--- src/rtl/rtc_irq_emul.sv ---
`timescale 1ns/1ps
module rtc_irq_emul #(
  parameter int CNT_W         = 32,
  parameter int TICKS_PER_SEC = 14318180,
  parameter int RATE_SHIFT    = 6,
  parameter int TIME_W        = 8,
  parameter int DIV_W         = 8,
  parameter int LOST_W        = 8
) (
  input  logic              clk,
  input  logic              rst_n,
  input  logic              tick_i,
  input  logic [CNT_W-1:0]  count_i,
  input  logic              en_upd_i,
  input  logic              en_alm_i,
  input  logic              en_per_i,
  input  logic [TIME_W-1:0] sec_i,
  input  logic [TIME_W-1:0] min_i,
  input  logic [TIME_W-1:0] hour_i,
  input  logic [TIME_W-1:0] alm_sec_i,
  input  logic [TIME_W-1:0] alm_min_i,
  input  logic [TIME_W-1:0] alm_hour_i,
  input  logic [DIV_W-1:0]  per_div_i,
  input  logic [CNT_W-1:0]  per_delta_i,
  output logic              irq_o,
  output logic [15:0]       flags_o,
  output logic [LOST_W-1:0] lost_o,
  output logic              cmp_en_o,
  output logic [CNT_W-1:0]  cmp_target_o
);
  localparam logic [CNT_W-1:0] BASE_DELTA = CNT_W'(TICKS_PER_SEC >> RATE_SHIFT);
  localparam int SW = ((DIV_W > LOST_W) ? DIV_W : LOST_W) + 2;

  logic              busy;
  logic [LOST_W-1:0] run;
  logic [TIME_W-1:0] prev_sec;
  logic [SW-1:0]     pie_cnt;

  wire              en_any  = en_upd_i | en_alm_i | en_per_i;
  wire              hi_rate = en_per_i && (per_div_i == '0);
  wire [CNT_W-1:0]  delta   = hi_rate ? per_delta_i : BASE_DELTA;
  wire [CNT_W-1:0]  gap     = count_i - cmp_target_o;
  wire              behind  = !gap[CNT_W-1] && (gap != '0);

  wire              upd_hit = en_upd_i && (sec_i != prev_sec);
  wire              alm_hit = en_alm_i && (sec_i == alm_sec_i) &&
                              (min_i == alm_min_i) && (hour_i == alm_hour_i);
  wire [SW-1:0]     per_sum = pie_cnt + SW'(run) + SW'(1);
  wire              per_hit = en_per_i && (per_sum >= SW'(per_div_i));
  wire [2:0]        hits    = {per_hit, alm_hit, upd_hit};

  always_ff @(posedge clk) begin
    if (!rst_n) begin
      busy         <= 1'b0;
      run          <= '0;
      prev_sec     <= '0;
      pie_cnt      <= '0;
      irq_o        <= 1'b0;
      flags_o      <= '0;
      lost_o       <= '0;
      cmp_en_o     <= 1'b0;
      cmp_target_o <= '0;
    end else begin
      irq_o <= 1'b0;
      if (!en_any) begin
        cmp_en_o <= 1'b0;
      end else if (!cmp_en_o) begin
        cmp_en_o     <= 1'b1;
        cmp_target_o <= count_i + delta;
      end

      if (!busy) begin
        if (tick_i && cmp_en_o && en_any) begin
          busy         <= 1'b1;
          run          <= '0;
          cmp_target_o <= cmp_target_o + delta;
        end
      end else if (behind) begin
        cmp_target_o <= cmp_target_o + delta;
        if (run != '1) run <= run + 1'b1;
      end else begin
        busy   <= 1'b0;
        lost_o <= run;
        if (upd_hit) prev_sec <= sec_i;
        if (en_per_i) pie_cnt <= per_hit ? '0 : per_sum;
        irq_o   <= |hits;
        flags_o <= (|hits) ? {8'd1, 1'b1, hits, 4'b0000} : 16'h0000;
      end
    end
  end
endmodule


--- config.mk ---
export PLATFORM = sky130hd
export DESIGN_NAME = rtc_irq_emul
export DESIGN_NICKNAME = d
export VERILOG_FILES = /design/src/rtl/rtc_irq_emul.sv
export SDC_FILE = /design/constraint.sdc
export NUM_CORES = 1
export LEC_CHECK = 0
export BUFFER_PORTS_ARGS = -buffer_cell sky130_fd_sc_hd__buf_2
export CAP_MARGIN = 20
export CORE_MARGIN = 2
export CORE_UTILIZATION = 48
export DETAILED_ROUTE_END_ITERATION = 7
export PLACE_DENSITY = 0.69
export SLEW_MARGIN = 20
export SYNTH_ARGS = -nofsm -noshare
export SYNTH_HDL_FRONTEND = slang
export SYNTH_SLANG_ARGS = --single-unit
export TNS_END_PERCENT = 30
--- constraint.sdc ---
create_clock -name clk -period 12.36 [get_ports clk]
set_clock_uncertainty 0.05 [all_clocks]
set_input_delay 1.236 -clock clk [delete_from_list [all_inputs] [get_ports clk]]
set_output_delay 1.236 -clock clk [all_outputs]
set_load 0.03 [all_outputs]
Word level (Yosys, flattened, before mapping)
Cells that the tools add are included.
- register bits after elaboration: 85
- output and inout port bits: 58
- word-level logic and storage cells: 63
- $add $sub $neg: 6
- $lt $le $gt $ge: 1
- eq/ne operators: 7
- mux-type cells: 16
- bitwise logic cells: 5
- reduce and logical (&&, ||, !) cells: 19
- operator list (cell ; number):
    2-to-1 mux 32 bit ; 6
    adder 32 bit ; 2
    2-to-1 mux 8 bit ; 4
    nonzero test 32 bit ; 1
    subtractor 32 bit ; 1
    equality test 8 bit ; 3
    adder 10 x 1 -> 10 bit, second input constant ; 1
    adder 10 x 8 -> 10 bit ; 1
    greater-or-equal comparator 10 x 8 -> 1 bit ; 1
    2-to-1 mux 10 bit ; 1
    logical AND 1 bit ; 9
    2-to-1 mux 9 bit ; 1
    AND reduction 3 bit ; 3
    adder 8 x 1 -> 8 bit, second input constant ; 1
    zero test 8 bit ; 1
    != test 8 bit ; 1
    != test 8 bit, second input constant ; 1
    OR reduction 3 bit ; 2
    2-to-1 mux 1 bit ; 4
    != test 2 x 1 -> 1 bit, second input constant ; 2
    inverter 1 bit ; 3
    OR 1 bit ; 2
    AND reduction 2 bit ; 1
    nonzero test 2 bit ; 1
    zero test 1 bit ; 1

Logic depth before layout (Yosys ltp)
- depth in word-level cells: 8
- depth in mapped cells: 23

Worst setup path after synthesis
No wires, ideal clock.
- path type: input-to-reg
- start point: input per_div_i[3]
- end point: register cmp_target_o[27]
- library setup time: 0.070 ns
- arrival time: 6.232 ns
- required time: 12.240 ns
- slack: 6.008 ns
- cell stages on the path: 21
- path through: or4b_4 > nor3_1 > clkbuf_1 > clkbuf_1 > buf_1 > clkbuf_1 > clkbuf_1 > nand2b_1 > ha_1 > clkbuf_1 > nand3_1 > o221ai_1 > maj3_1 > a221oi_1 > nand2_1 > a311oi_1 > o221a_2 > xnor2_1 > nand2_1 > a21o_1 > a21oi_1
- cells in the longest elaborated chain, start to end: 8
- elaborated cells between the ends (all ways): 10
- those cells by class: 2 x add/sub; 6 x mux; 2 x reduce/logical
- RTL lines (what ; RTL line ; text):
    from (decl) ; 23 ; input logic [DIV_W-1:0] per_div_i,
    zero test 8 bit (*) ; 40 ; wire hi_rate = en_per_i && (per_div_i == '0);
    logical AND 1 bit (*) ; 40 ;
    2-to-1 mux 32 bit (*) ; 41 ; wire [CNT_W-1:0] delta = hi_rate ? per_delta_i : BASE_DELTA;
    adder 32 bit ; 69 ; cmp_target_o <= count_i + delta;
    2-to-1 mux 32 bit ; 67 ; end else if (!cmp_en_o) begin
    2-to-1 mux 32 bit ; 65 ; if (!en_any) begin
    2-to-1 mux 32 bit, on equally long branches ; 73, 78 ;
    2-to-1 mux 32 bit (*) ; 72 ; if (!busy) begin
    to (signal assigned) ; 69 ;
    to (signal assigned) ; 76 ; cmp_target_o <= cmp_target_o + delta;
    to (signal assigned) ; 79 ; cmp_target_o <= cmp_target_o + delta;
    to (decl) ; 29 ; output logic [CNT_W-1:0] cmp_target_o
Every way passes the cells marked *; elsewhere a longest branch is shown, timed or not.
A chain may end at the register's enable or synchronous reset.

Final worst setup path
- start point: input per_div_i[3]
- end point: register cmp_target_o[31]
Same word-level chain as after synthesis.

==> results.rst <==
.. list-table::
   :header-rows: 1

   * - Metric
     - Value
   * - Number of enable flip-flop cells after synthesis
     - 0
   * - Most common flop cell mapped by yosys
     - dfxtp_1
   * - Placed Instances
     - 1859
   * - Max-cap check violation count
     - 0
   * - Die outline height
     - 152.5 µm
   * - Number of max-slew violations in the final report
     - 0
   * - Outcome
     - complete, no violations
   * - Number of instances in the synthesized netlist
     - 1491
   * - Total die area
     - 0.02325 mm²
   * - Worst-case headroom to the max-slew limit
     - 0.2772
   * - Layout cell share with drive strength beyond 1
     - 0.1436
   * - Post-Route Utilization
     - 0.5426
   * - Share of async-settable or async-resettable flops after synthesis
     - 0
   * - Core region area
     - 0.02176 mm²
   * - Static Leak
     - 0.004978 µW
   * - Post-Route Hold Slack
     - 404.5 ps
   * - Combined area of all synthesized cells
     - 0.01058 mm²
   * - Post-DP HPWL
     - 27250 µm
   * - Setup TNS
     - 0 ps
   * - Quantity of I/O buffers inserted on ports
     - 172
   * - Number of setup buffers added after CTS
     - 0
   * - Synth Register Bits
     - 73
   * - Required time of the critical path
     - 12600 ps
   * - Hold Crit Class
     - reg2reg
   * - Antenna violations before repair
     - 0
   * - Buffer cell driving the clock tree root
     - clkbuf_16
   * - Data arrival time of the worst path
     - 6190 ps
   * - Clock slew seen by the registers of the worst setup and hold paths
     - 60 ps
   * - Critical Path Start Type
     - input pin
   * - Register area share after synthesis
     - 0.1381
   * - Vias in the first global route
     - 10740
   * - Sum of overflow across all layers after global routing
     - 0
   * - CTS Buf Count
     - 9
   * - Worst vdd rail ir drop
     - 0.00007105 V
   * - Initial DRT Pass Iterations
     - 5
   * - R2R Setup Slk
     - 7150 ps
   * - Number of remaining DRC errors
     - 0
   * - X dimension of the die
     - 152.5 µm
   * - Placer's final routability congestion estimate
     - 0.9573
   * - Post-cts repair resize count
     - 0
   * - Number of warnings reported in the yosys synthesis log
     - 0
   * - Period Utilization, post-route
     - 0.4809
   * - Number of buffers added to fix hold violations after cts
     - 0
   * - Top Ports
     - 184
   * - Total power draw
     - 1085 µW
   * - Minimum clock period after layout
     - 5944 ps
   * - Final Net Count
     - 1805
   * - Starting density of the core
     - 0.4865
   * - Growth of design area from synthesis to finish
     - 11.54%
   * - Cell type contributing the most total cell area after synthesis
     - dfxtp_1
   * - Maximum operating frequency
     - 168.2 MHz
   * - Most common cell after layout, fill and taps aside
     - buf_2
   * - Hold violation total from the final report
     - 0
   * - Area occupied by registers
     - 0.001461 mm²
   * - Fraction of synthesized cell area taken by the top area cell type
     - 0.1381
   * - Htree depth
     - 3
   * - Yosys cell types
     - 86
   * - WL final
     - 35170 µm
   * - Via count normalized by instance count
     - 6.173
   * - Final Instance Count excl. Fillers
     - 1876
   * - Setup CP Type
     - in2reg
   * - Power density over the cells
     - 91.93 mW/mm²
   * - Final setup fails
     - 0
   * - Commonest non-fill, non-tap cells in the layout
     - buf_2 (172), nor2_1 (142), nand2_1 (116), a21oi_1 (116), ha_1 (87)
   * - Multi-input gate area
     - 0.008436 mm²
   * - CP max FO
     - 52
   * - Via total after detailed routing
     - 11580
   * - Buffer levels on the longest clock path
     - 2
   * - Top cells by area in the synthesized netlist
     - dfxtp_1 (14%), ha_1 (10%), xnor2_1 (7.0%)
   * - Capturing element type of the critical path
     - flop
   * - RSZ-0062 raised after global routing
     - false
   * - DRC violation total after the first TritonRoute iteration
     - 885
   * - Post-detailed-route wirelength per cell
     - 18.74 µm
   * - Worst-margin pin slew
     - 1074 ps
   * - Fill cell total of the finished layout
     - 2144
   * - ANT nets after route
     - 0
   * - First-pass GRT wire length
     - 55850 µm
   * - TritonCTS clock tree
     - done
   * - Sinks on Clock Net
     - 73
   * - Placement Rows
     - 54
   * - Maximum number of pins on one net before global-route repair
     - 60
   * - Clk Latency, worst-skew pair
     - 350 ps
   * - Total track usage
     - 0.2903
   * - Average cell area after synthesis
     - 7.099 µm²
-- worst max-delay path, stage by stage --
cell and delay [ps]:
buf_2 120, or4b_4 630, nor3_2 170, buf_4 540, nand2b_1 160, ha_1 410
a21oi_1 270, o221ai_1 170, maj3_1 380, a221oi_1 470, nand2_1 150, a311oi_1 570
o221a_2 340, o21ai_1 90, nor4_1 180, nand3b_1 140, a22o_1 110
-- layout make-up --
class,count,area share
Antenna cell,1,0.0002120
Clock buffer,10,0.02024
Clock inverter,6,0.007631
Inverter,85,0.02713
Multi-Input combinational cell,1243,0.7146
Sequential cell,73,0.1238
Tap cell,280,0.02968
Timing Repair Buffer,178,0.07674
-- synth_stat cells (8+ instances only) --
cell        n
o21a_1     15
o21ai_1    24
nor4_1     15
a211oi_1   37
o22ai_1    10
mux2i_1    23
nand2_1   116
nand4_1    19
nand2b_1   22
a221oi_1    9
and3_1     16
and2_1     25
a22oi_1    11
a31oi_1    31
a21boi_0    8
clkbuf_1   76
a31o_2     10
o211ai_1   12
nand3_1    39
a21o_1     33
nor2b_1    14
o31ai_1     9
o32ai_1     8
buf_4      12
xor2_1     53
nor3_1     22
inv_1      83
ha_1       87
a21oi_1   116
nor2_1    143
and4_1      8
maj3_1     14
xnor2_1    84
dfxtp_1    73
o21ai_0    62
or3_1      12
-- path summary, 6_finish.rpt --
| kind | startpoint | to | depth (start not counted) |
|---|---|---|---|
| hold / removal | flags_o[4] | flags_o[4] | 2 |
| hold reg to reg | flags_o[4] | flags_o[4] | 2 |
| setup / recovery | per_div_i[3] | cmp_target_o[31] | 17 |
| setup reg to reg | cmp_target_o[1] | cmp_target_o[9] | 15 |
-- power breakdown --
group	switching, µW	internal (µW)
Combinational	311	195
Clock	116	183
Sequential	29.4	250
Total	457	629
-- per-layer routing --
| metal | wire length [µm] | track usage | up-vias | part of all wire |
|---|---|---|---|---|
| met1 | 15180 | 0.3836 | 5377 | 0.43 |
| li1 | - | - | 5635 | - |
| met4 | 1540 | 0.1340 | 0 | 0.044 |
| met2 | 15920 | 0.4713 | 488 | 0.45 |
| met3 | 2521 | 0.03896 | 80 | 0.072 |
| met5 | 0 | 0 | - | 0 |
-- through the flow --
| stage | instance area [µm²] | worst slack, ps |
|---|---|---|
| finish | 11810 | 6416 |
| global route | 11800 | 6192 |
| CTS | 11800 | 6567 |
| detailed placement | 11470 | 6210 |
| global placement | 11470 | 6302 |
| floorplan | 10620 | 6008 |
-- kinds of logic after synthesis --
logic type / after synthesis / share of synthesized area
buf+inv: 185 / 0.07117
other cells: 1 / 0.0003543
mux: 24 / 0.02282
compound gates: 474 / 0.2992
simple gates: 494 / 0.2351
xor+xnor: 137 / 0.1134
flops: 73 / 0.1381
fa+ha+maj: 103 / 0.1199
-- sequential cells by signal (all words and copies together), names as in the netlist --
register / flops
prev_sec: 8
busy: 1
cmp_en_o: 1
lost_o: 8
pie_cnt: 10
flags_o: 4
run: 8
irq_o: 1
cmp_target_o: 32
Note: power is estimated with default switching activity, not from simulation.
